[src/rtl/tx_stat_pkg.sv]
package tx_stat_pkg;
  localparam int IDX_OK        = 0;
  localparam int IDX_BCAST     = 1;
  localparam int IDX_MCAST     = 2;
  localparam int IDX_PAUSE     = 3;
  localparam int IDX_CTRL      = 4;
  localparam int IDX_DEFER     = 5;
  localparam int IDX_XDEFER    = 6;
  localparam int IDX_COL1      = 7;
  localparam int IDX_COLN      = 8;
  localparam int IDX_LATE      = 9;
  localparam int IDX_XCOL      = 10;
  localparam int IDX_UNDERRUN  = 11;
  localparam int IDX_LEN_ERR   = 12;
  localparam int IDX_TRUNC     = 13;
  localparam int IDX_BYTES     = 14;
  localparam int IDX_BC_BYTES  = 15;
  localparam int IDX_MC_BYTES  = 16;
  localparam int IDX_BIN0      = 17;
  localparam int NUM_BINS      = 7;
  localparam int NUM_CNT       = IDX_BIN0 + NUM_BINS;
  localparam int FCS_LEN       = 4;

  // inclusive upper edge of bin b; last bin is open
  function automatic int unsigned bin_top(int unsigned b);
    if (b == 0) return 64;
    if (b < 5) return (64 << b) - 1;
    return 1518;
  endfunction
endpackage

[src/rtl/tx_stat_classify.sv]
module tx_stat_classify
  import tx_stat_pkg::*;
#(
  parameter int LEN_W = 14,
  parameter int COL_W = 4
) (
  input  logic                            valid_i,
  input  logic [LEN_W-1:0]                len_i,
  input  logic                            bcast_i,
  input  logic                            mcast_i,
  input  logic                            pause_i,
  input  logic                            ctrl_i,
  input  logic [COL_W-1:0]                col_cnt_i,
  input  logic                            late_col_i,
  input  logic                            exc_col_i,
  input  logic                            defer_i,
  input  logic                            exc_defer_i,
  input  logic                            underrun_i,
  input  logic                            len_err_i,
  input  logic                            trunc_i,
  output logic [NUM_CNT-1:0][LEN_W-1:0]   inc_o
);
  logic             good;
  logic [LEN_W-1:0] bytes;

  assign good  = valid_i && !(late_col_i || exc_col_i || underrun_i);
  assign bytes = (len_i >= LEN_W'(FCS_LEN)) ? len_i - LEN_W'(FCS_LEN) : '0;

  always_comb begin
    inc_o = '0;
    if (valid_i) begin
      inc_o[IDX_DEFER]    = LEN_W'(defer_i);
      inc_o[IDX_XDEFER]   = LEN_W'(exc_defer_i);
      inc_o[IDX_LATE]     = LEN_W'(late_col_i);
      inc_o[IDX_XCOL]     = LEN_W'(exc_col_i);
      inc_o[IDX_UNDERRUN] = LEN_W'(underrun_i);
      inc_o[IDX_LEN_ERR]  = LEN_W'(len_err_i);
      inc_o[IDX_TRUNC]    = LEN_W'(trunc_i);
    end
    if (good) begin
      inc_o[IDX_OK]       = LEN_W'(1);
      inc_o[IDX_BCAST]    = LEN_W'(bcast_i);
      inc_o[IDX_MCAST]    = LEN_W'(mcast_i);
      inc_o[IDX_PAUSE]    = LEN_W'(pause_i);
      inc_o[IDX_CTRL]     = LEN_W'(ctrl_i);
      inc_o[IDX_COL1]     = LEN_W'(col_cnt_i == COL_W'(1));
      inc_o[IDX_COLN]     = LEN_W'(col_cnt_i > COL_W'(1));
      inc_o[IDX_BYTES]    = bytes;
      inc_o[IDX_BC_BYTES] = bcast_i ? bytes : '0;
      inc_o[IDX_MC_BYTES] = mcast_i ? bytes : '0;
      for (int b = 0; b < NUM_BINS; b++) begin
        inc_o[IDX_BIN0+b] = LEN_W'(
          (b == 0 || 32'(len_i) > bin_top(32'(b - 1))) &&
          (b == NUM_BINS - 1 || 32'(len_i) <= bin_top(32'(b))));
      end
    end
  end
endmodule

[src/rtl/tx_stat_ctr.sv]
module tx_stat_ctr #(
  parameter int CNT_W = 32,
  parameter int INC_W = 14
) (
  input  logic             clk_i,
  input  logic             rst_ni,
  input  logic [INC_W-1:0] inc_i,
  input  logic             clr_i,
  output logic [CNT_W-1:0] cnt_o
);
  localparam int SUM_W = ((CNT_W > INC_W) ? CNT_W : INC_W) + 1;
  localparam logic [SUM_W-1:0] MAX = SUM_W'({CNT_W{1'b1}});

  logic [CNT_W-1:0] cnt_q;
  logic [SUM_W-1:0] sum;

  assign sum = (clr_i ? '0 : SUM_W'(cnt_q)) + SUM_W'(inc_i);

  always_ff @(posedge clk_i or negedge rst_ni) begin
    if (!rst_ni)         cnt_q <= '0;
    else if (sum > MAX)  cnt_q <= '1;
    else                 cnt_q <= sum[CNT_W-1:0];
  end

  assign cnt_o = cnt_q;


  no_wrap_chk: assert property (@(posedge clk_i) disable iff (!rst_ni)
    !clr_i |=> cnt_q >= $past(cnt_q));


  clr_idle_chk: assert property (@(posedge clk_i) disable iff (!rst_ni)
    (clr_i && inc_i == '0) |=> cnt_q == '0);
endmodule

[src/rtl/tx_stat_bank.sv]
module tx_stat_bank
  import tx_stat_pkg::*;
#(
  parameter int CNT_W  = 32,
  parameter int LEN_W  = 14,
  parameter int COL_W  = 4,
  parameter int ADDR_W = $clog2(NUM_CNT)
) (
  input  logic              clk_i,
  input  logic              rst_ni,
  input  logic              ev_valid_i,
  input  logic [LEN_W-1:0]  ev_len_i,
  input  logic              ev_bcast_i,
  input  logic              ev_mcast_i,
  input  logic              ev_pause_i,
  input  logic              ev_ctrl_i,
  input  logic [COL_W-1:0]  ev_col_cnt_i,
  input  logic              ev_late_col_i,
  input  logic              ev_exc_col_i,
  input  logic              ev_defer_i,
  input  logic              ev_exc_defer_i,
  input  logic              ev_underrun_i,
  input  logic              ev_len_err_i,
  input  logic              ev_trunc_i,
  input  logic              rd_en_i,
  input  logic [ADDR_W-1:0] rd_addr_i,
  output logic [CNT_W-1:0]  rd_data_o
);
  logic [NUM_CNT-1:0][LEN_W-1:0] inc;
  logic [NUM_CNT-1:0][CNT_W-1:0] cnt;
  logic [NUM_BINS-1:0]           bin_hit;
  logic [CNT_W-1:0]              rd_data_q;

  tx_stat_classify #(.LEN_W(LEN_W), .COL_W(COL_W)) u_cls (
    .valid_i    (ev_valid_i),
    .len_i      (ev_len_i),
    .bcast_i    (ev_bcast_i),
    .mcast_i    (ev_mcast_i),
    .pause_i    (ev_pause_i),
    .ctrl_i     (ev_ctrl_i),
    .col_cnt_i  (ev_col_cnt_i),
    .late_col_i (ev_late_col_i),
    .exc_col_i  (ev_exc_col_i),
    .defer_i    (ev_defer_i),
    .exc_defer_i(ev_exc_defer_i),
    .underrun_i (ev_underrun_i),
    .len_err_i  (ev_len_err_i),
    .trunc_i    (ev_trunc_i),
    .inc_o      (inc)
  );

  for (genvar i = 0; i < NUM_CNT; i++) begin : g_cnt
    tx_stat_ctr #(.CNT_W(CNT_W), .INC_W(LEN_W)) u_ctr (
      .clk_i (clk_i),
      .rst_ni(rst_ni),
      .inc_i (inc[i]),
      .clr_i (rd_en_i && (32'(rd_addr_i) == i)),
      .cnt_o (cnt[i])
    );
  end

  for (genvar b = 0; b < NUM_BINS; b++) begin : g_bin
    assign bin_hit[b] = inc[IDX_BIN0+b] != '0;
  end

  always_ff @(posedge clk_i or negedge rst_ni) begin
    if (!rst_ni) rd_data_q <= '0;
    else if (rd_en_i)
      rd_data_q <= (32'(rd_addr_i) < NUM_CNT) ? cnt[rd_addr_i] : '0;
  end

  assign rd_data_o = rd_data_q;


  rd_hold_chk: assert property (@(posedge clk_i) disable iff (!rst_ni)
    !rd_en_i |=> $stable(rd_data_o));


  one_bin_chk: assert property (@(posedge clk_i) disable iff (!rst_ni)
    $onehot0(bin_hit));


  abort_quiet_chk: assert property (@(posedge clk_i) disable iff (!rst_ni)
    (ev_valid_i && (ev_late_col_i || ev_exc_col_i || ev_underrun_i))
      |-> (inc[IDX_OK] == '0 && bin_hit == '0 && inc[IDX_BYTES] == '0));


  col_excl_chk: assert property (@(posedge clk_i) disable iff (!rst_ni)
    !(inc[IDX_COL1] != '0 && inc[IDX_COLN] != '0));
endmodule

[config.mk]
export PLATFORM = sky130hd
export DESIGN_NAME = tx_stat_bank
export DESIGN_NICKNAME = d
export VERILOG_FILES = /design/src/rtl/tx_stat_pkg.sv /design/src/rtl/tx_stat_classify.sv /design/src/rtl/tx_stat_ctr.sv /design/src/rtl/tx_stat_bank.sv
export SDC_FILE = /design/constraint.sdc
export NUM_CORES = 2
export LEC_CHECK = 0
export ABC_AREA = 0
export BUFFER_PORTS_ARGS = -buffer_cell sky130_fd_sc_hd__buf_2
export CAP_MARGIN = 25
export CORE_MARGIN = 5
export CORE_UTILIZATION = 65
export DETAILED_ROUTE_END_ITERATION = 7
export PLACE_DENSITY = 0.82
export SYNTH_ARGS = -nofsm -noshare
export SYNTH_HDL_FRONTEND = slang
export SYNTH_SLANG_ARGS = --single-unit
[constraint.sdc]
create_clock -name clk_i -period 4 [get_ports clk_i]
set_clock_uncertainty 0.05 [all_clocks]
set_input_delay 0.6 -clock clk_i [delete_from_list [all_inputs] [get_ports clk_i]]
set_output_delay 0.6 -clock clk_i [all_outputs]
set_load 0.01 [all_outputs]
; Yosys cells after proc, flatten, opt, wreduce, memory -nomap -nowiden
; Cells that the tools add are included.
[totals]
register_bits = 800
word_cells = 221
[op_classes]
addsub = 25
order_cmp = 40
eq_ne = 24
mux = 73
n_reduce_logical = 34
[ops]
columns = operator, count
row1 = $mux W32, 55
row2 = $gt A33 B32 Y1 const B, 24
row3 = $add A33 B14 Y33, 19
row4 = $add A33 B1 Y33, 5
row5 = $bmux W32 S5, 1
row6 = $gt A14 B32 Y1, 5
row7 = $le A14 B32 Y1, 5
row8 = $mux W127, 1
row9 = $mux W57, 2
row10 = $mux W11, 6
row11 = $mux W14, 3
row12 = $eq A5 B4 Y1 const B, 8
row13 = $eq A5 B5 Y1 const B, 8
row14 = $logic_and A1 B1 Y1, 30
row15 = $mux W15, 2
row16 = $eq A5 B3 Y1 const B, 4
row17 = $ge A14 B3 Y1 const B, 1
row18 = $gt A14 B11 Y1 const B, 1
row19 = $le A14 B11 Y1 const B, 1
row20 = $sub A14 B3 Y14 const B, 1
row21 = $eq A5 B2 Y1 const B, 2
row22 = $lt A5 B6 Y1 const B, 1
row23 = $eq A5 B1 Y1 const B, 1
row24 = $logic_not A5 Y1, 1
row25 = other kinds (6), 9

; Logic depth before layout (Yosys ltp)
[depth]
ltp_word = 16
mapped_depth = 18

; By module
; From an unflattened synthesis, not the netlist that was laid out.
[unflattened]
hier_cells = 7140
area_unflattened_um2 = 64966.1
[modules_own_cells]
columns = mod, n_inst, cells_each, area_each_um2, seq_area_each_um2
row1 = tx_stat_ctr (g_cnt[0].u_ctr ...), 21, 249, 2270.9, 800.8
row2 = tx_stat_bank, 1, 749, 7674.9, 800.8
row3 = tx_stat_ctr (g_cnt[18].u_ctr ...), 2, 255, 2264.7, 800.8
row4 = tx_stat_classify, 1, 395, 2825.2, 0.0
row5 = tx_stat_ctr (g_cnt[1].u_ctr), 1, 257, 2247.2, 800.8

; Worst setup path before layout
; OpenSTA, ideal clock, no wires.
[synth_path]
path_type = input to register
from = input port ev_len_i[10]
to = register g_cnt[16].u_ctr.cnt_q[22]
arrival_ns = 4.101
setup_slack_ns = -0.292
stages = 16
path_buffers = 3
path_cell_list = or3_1 > nor3_1 > nand2_1 > o21ai_0 > clkbuf_1 > nor2_1 > and2_1 > ha_1 > o21a_1 > nor2_1 > a211oi_1 > o32ai_2 > or3_1 > clkbuf_1 > buf_2 > o21ai_0
[synth_between]
elab_chain_len = 7
[synth_lines]
columns = element, line_no
row1 = "start, declared", tx_stat_bank.sv:12  ; input logic [LEN_W-1:0] ev_len_i,
row2 = $sub A14 B3 Y14 or $ge A14 B3 Y1 (tied branches), tx_stat_classify.sv:27  ; assign bytes = (len_i >= LEN_W'(FCS_LEN)) ? len_i - LEN_W'(FCS_LEN) : '0;
row3 = $mux W14 *, tx_stat_classify.sv:27
row4 = $mux W14 *, tx_stat_classify.sv:50  ; inc_o[IDX_MC_BYTES] = mcast_i ? bytes : '0;
row5 = $mux W127 *, tx_stat_classify.sv:40  ; if (good) begin
row6 = $add A33 B14 Y33 *, tx_stat_ctr.sv:17  ; assign sum = (clr_i ? '0 : SUM_W'(cnt_q)) + SUM_W'(inc_i);
row7 = $gt A33 B32 Y1, tx_stat_ctr.sv:21  ; else if (sum > MAX) cnt_q <= '1;
row8 = $mux W32 *, tx_stat_ctr.sv:21
row9 = "end signal, assigned", tx_stat_ctr.sv:22  ; else cnt_q <= sum[CNT_W-1:0];
row10 = "end, declared", tx_stat_ctr.sv:14  ; logic [CNT_W-1:0] cnt_q;
; Every way passes the cells marked *; elsewhere a longest branch is shown, timed or not.
; A chain may end at the register's enable or synchronous reset.

; Worst setup path in the final report
[layout_path]
from = input port ev_len_i[10]
to = register g_cnt[14].u_ctr.cnt_q[16]
[layout_between]
elab_chain_len = 6
[layout_lines]
columns = element, line_no
row1 = $sub A14 B3 Y14 or $ge A14 B3 Y1 (tied branches), tx_stat_classify.sv:27
row2 = $mux W14 *, tx_stat_classify.sv:27
row3 = $mux W127 *, tx_stat_classify.sv:40
row4 = $add A33 B14 Y33 *, tx_stat_ctr.sv:17
row5 = $gt A33 B32 Y1, tx_stat_ctr.sv:21
row6 = $mux W32 *, tx_stat_ctr.sv:21
row7 = "end signal, assigned", tx_stat_ctr.sv:22
row8 = "end, declared", tx_stat_ctr.sv:14
; Marks and branches as above.

==> results.sh <==
export IMPL_vdd_ir_drop_worst_v=0.000387
export IMPL_endpoint_kind="flop"
export IMPL_initial_core_util_pct=65.3
export IMPL_cts_max_path_buffers=3
export IMPL_routabilityCongestion=1.01
export IMPL_whs_path_depth=4
export IMPL_worstSetupStartpointType="input port"
export IMPL_synth_xor_area_share_pct=11.5
export IMPL_area_growth_pct=14.3
export IMPL_grtUsageTotal_pct=37.3
export IMPL_max_cap_viol_count=0
export IMPL_clk_latency_ns=0.67
export IMPL_drc=0
export IMPL_vias_per_cell=6.66
export IMPL_core_um2=74200
export IMPL_whs_ns=0.367
export IMPL_yosysTopAreaCell="dfrtp_1"
export IMPL_ys_seq_elements=800
export IMPL_drt_initial_drc_count=5765
export IMPL_synthCells=4903
export IMPL_maxSlewViolCount=0
export IMPL_tritoncts="built"
export IMPL_yosysTopAreaCellShare_pct=41.3
export IMPL_port_buffers=69
export IMPL_synthSimpleGateAreaFrac_pct=21.3
export IMPL_syn_nets=5031
export IMPL_dr_pass1_iters=6
export IMPL_hold_viol=0
export IMPL_worstPathRequired_ns=4.52
export IMPL_slowest_delay_ns=0.42
export IMPL_num_nets_final=5353
export IMPL_synth_cell_types=91
export IMPL_clock_root_buffer="clkbuf_16"
export IMPL_hpwl_um=111000
export IMPL_cp_common_cell="buf_4"
export IMPL_cts_clk_slew_worst_paths_ns=0.06
export IMPL_syn_area_um2=48400
export IMPL_setup_viol=0
export IMPL_critPathBufInv=4
export IMPL_die_area_um2=80100
export IMPL_first_global_vias=40900
export IMPL_fill_cells=4834
export IMPL_ioPinCount=70
export IMPL_drive_above_1_share_pct=18.0
export IMPL_synth_compound_area_share_pct=9.33
export IMPL_grt_max_degree=107
export IMPL_hold_path_class="in2reg"
export IMPL_cts_made_buffers=87
export IMPL_p_leak_nw=24.8
export IMPL_grt_pass1_wl_um=236000
export IMPL_htree_levels=3
export IMPL_async_reset_ff_share_pct=100
export IMPL_status="completed"
export IMPL_slowest_stage="fa_1"
export IMPL_arrival_ns=4.30
export IMPL_worstPathCellList="buf_2 -> or3_1 -> nor3_2 -> buf_4 -> a31oi_1 -> and2_1 -> ha_1 -> fa_1 -> a211oi_1 -> o21ai_0 -> o211ai_1 -> a21oi_1 -> buf_4 -> buf_4 -> and3_1 -> xnor2_1 -> o21ai_0"
export IMPL_synth_fa_ha_area_share_pct=2.37
export IMPL_reg2reg_depth=12
export IMPL_synth_mux_area_share_pct=11.5
export IMPL_die_h_um=283
export IMPL_ys_flop_type="dfrtp_1"
export IMPL_dr_total_vias=41700
export IMPL_worst_pin_slew_ns=0.956
export IMPL_p_per_area_nw_per_um2=379
export IMPL_min_period_over_period_pct=94.6
export IMPL_avgSynthCellArea_um2=9.88
export IMPL_synth_area_leaders="dfrtp_1 (41%), mux4_2 (10%), xor2_1 (6.3%)"
export IMPL_path_max_fanout=6
export IMPL_grt_overflow_total=0
export IMPL_fin_crit_ns=3.78
export IMPL_wl_um=151000
export IMPL_antenna_found_initial=7
export IMPL_total_power_mw=21.0
export IMPL_rsz0062_at_grt="false"
export IMPL_critPathKind="in2reg"
export IMPL_die_width_um=283
export IMPL_synth_edf_count=0
export IMPL_std_cell_rows=100
export IMPL_ys_seq_area_share_pct=41.3
export IMPL_yosysWarnings=0
export IMPL_synth_top_family_by_area="simple AND/OR/NAND/NOR gates"
export IMPL_wire_per_inst_um=24.0
export IMPL_max_freq_ghz=0.264
export IMPL_cts_sinks=800
export IMPL_crit_family="compound AO/OA/AOI/OAI gates"
export IMPL_maxSlewHeadroom_pct=34.6
export IMPL_cp_depth=17
export IMPL_ant_nets=0
[power by group]
part	internal, mW	switching [mW]	total, mW
Sequential	8.66	0.665	9.32
Combinational	1.54	1.73	3.27
Clock	4.95	3.43	8.38
[worst register-to-register path, delay by kind of cell (launching register included)]
family / cells / cell delay [ns]
AO/OA/AOI/OAI: 5 / 1.12
adder cells (fa/ha/maj): 2 / 0.62
flip-flops: 1 / 0.41
AND/OR/NAND/NOR: 2 / 0.35
buffers and inverters: 2 / 0.33
XOR/XNOR: 1 / 0.12
[metal layers]
layer / share of wire, % / GRT usage, % / routed length, um / vias to the layer above
met4: 7.4 / 21.7 / 11200 / 6
met3: 13 / 10.9 / 19600 / 564
met5: 0.022 / 0 / 33 / -
met1: 36 / 49.7 / 54800 / 20400
li1: - / - / - / 18200
met2: 43 / 54.9 / 65000 / 2611
[state kept, by name (all words and copies together) (netlist names)]
name,flops
g_cnt.u_ctr.cnt_o,768
rd_data_o,32
[what timing repair did]
| item | 4_1_cts | 5_1_grt |
|---|---|---|
| endpoints found under the hold margin | 58 | 0 |
| buffers inserted | 0 | 0 |
| hold buffers | 1 | 0 |
| endpoints found under the setup margin | 0 | 7 |
| resized for setup | 0 | 2 |
[per-stage QoR]
| stage | TNS, ns | cells | utilization [%] | area [um2] | setup WS (ns) |
|---|---|---|---|---|---|
| after floorplan | 0 | 4903 | - | 48500 | 0.00811 |
| after global placement | -24.67 | 6104 | 70.6 | 52400 | -0.367 |
| after detailed placement | -38.52 | 6104 | 70.6 | 52400 | -0.476 |
| after CTS | 0 | 6261 | 74.6 | 55300 | 0.161 |
| after global routing | 0 | 6261 | 74.6 | 55300 | 0.00365 |
| final | 0 | 6265 | 74.6 | 55400 | 0.216 |
[cells in the final DEF, fill, tap and decap left out, drive strengths merged, types with 8 or more instances in the layout]
cell type / synthesis / routed
a211oi: 34 / 34
a21o: 17 / 17
a21oi: 90 / 90
a22oi: 33 / 33
a31oi: 26 / 26
and2: 141 / 141
and3: 144 / 144
and4: 49 / 49
buf: 65 / 476
bufinv: 0 / 10
clkbuf: 180 / 123
clkinv: 0 / 16
dfrtp: 800 / 800
ha: 87 / 87
inv: 73 / 77
mux2: 34 / 34
mux2i: 14 / 14
mux4: 224 / 224
nand2: 636 / 636
nand2b: 63 / 63
nand3: 306 / 306
nand4: 126 / 126
nand4b: 8 / 8
nor2: 288 / 288
nor2b: 23 / 23
nor3: 94 / 94
nor3b: 13 / 13
nor4: 48 / 48
o211a: 11 / 11
o211ai: 17 / 17
o21a: 9 / 9
o21ai: 499 / 499
or2: 12 / 12
or3: 21 / 21
xnor2: 286 / 286
xor2: 349 / 349
[synth_stat cells, types with 9 or more instances]
cell type,number
a211oi_1,33
a21o_1,17
a21oi_1,89
a22oi_1,33
a31oi_1,26
and2_1,141
and3_1,144
and4_1,48
buf_1,11
buf_2,44
clkbuf_1,179
dfrtp_1,800
ha_1,87
inv_1,73
mux2_2,34
mux2i_1,14
mux4_2,224
nand2_1,634
nand2b_1,63
nand3_1,305
nand4_1,126
nor2_1,285
nor2b_1,23
nor3_1,84
nor3_2,9
nor3b_1,12
nor4_1,33
nor4_2,10
o211a_1,11
o211ai_1,14
o21a_1,9
o21ai_0,482
o21ai_1,10
or2_2,10
or3_1,21
xnor2_1,286
xor2_1,349
[path summary, 6_finish.rpt]
| path | slack, ns | from | end |
|---|---|---|---|
| min reg2reg | 0.46 | rd_data_o[4]$_DFFE_PN0P_ | rd_data_o[4]$_DFFE_PN0P_ |
| max reg2reg | 0.91 | g_cnt[14].u_ctr.cnt_o[0]$_DFF_PN0_ | g_cnt[14].u_ctr.cnt_o[16]$_DFF_PN0_ |
| min | 0.37 | ev_late_col_i | g_cnt[9].u_ctr.cnt_o[0]$_DFF_PN0_ |
| max | 0.22 | ev_len_i[10] | g_cnt[14].u_ctr.cnt_o[16]$_DFF_PN0_ |
| max in group asynchronous | 2.35 | rst_ni | g_cnt[18].u_ctr.cnt_o[9]$_DFF_PN0_ |
| min in group asynchronous | 0.49 | rst_ni | g_cnt[17].u_ctr.cnt_o[10]$_DFF_PN0_ |
[layout make-up]
cell class	instances	area, um2	area share, %
Antenna cell	4	10.0	0.0181
Tap cell	969	1210	2.19
Timing Repair Buffer	478	3750	6.77
Sequential cell	800	20000	36.2
Clock inverter	34	453	0.818
Clock buffer	122	2470	4.46
Inverter	73	274	0.495
Multi-Input combinational cell	3785	27200	49.1
[cells by family (layout without fill, tap and decap cells)]
group | Yosys count | after routing
AND/OR/NAND/NOR | 2012 | 2012
flip-flops | 800 | 800
AO/OA/AOI/OAI | 776 | 776
XOR/XNOR | 635 | 635
buffers and inverters | 318 | 707
multiplexers | 272 | 272
adder cells (fa/ha/maj) | 90 | 90
other | 0 | 4
(Power assumes the default switching activity.)
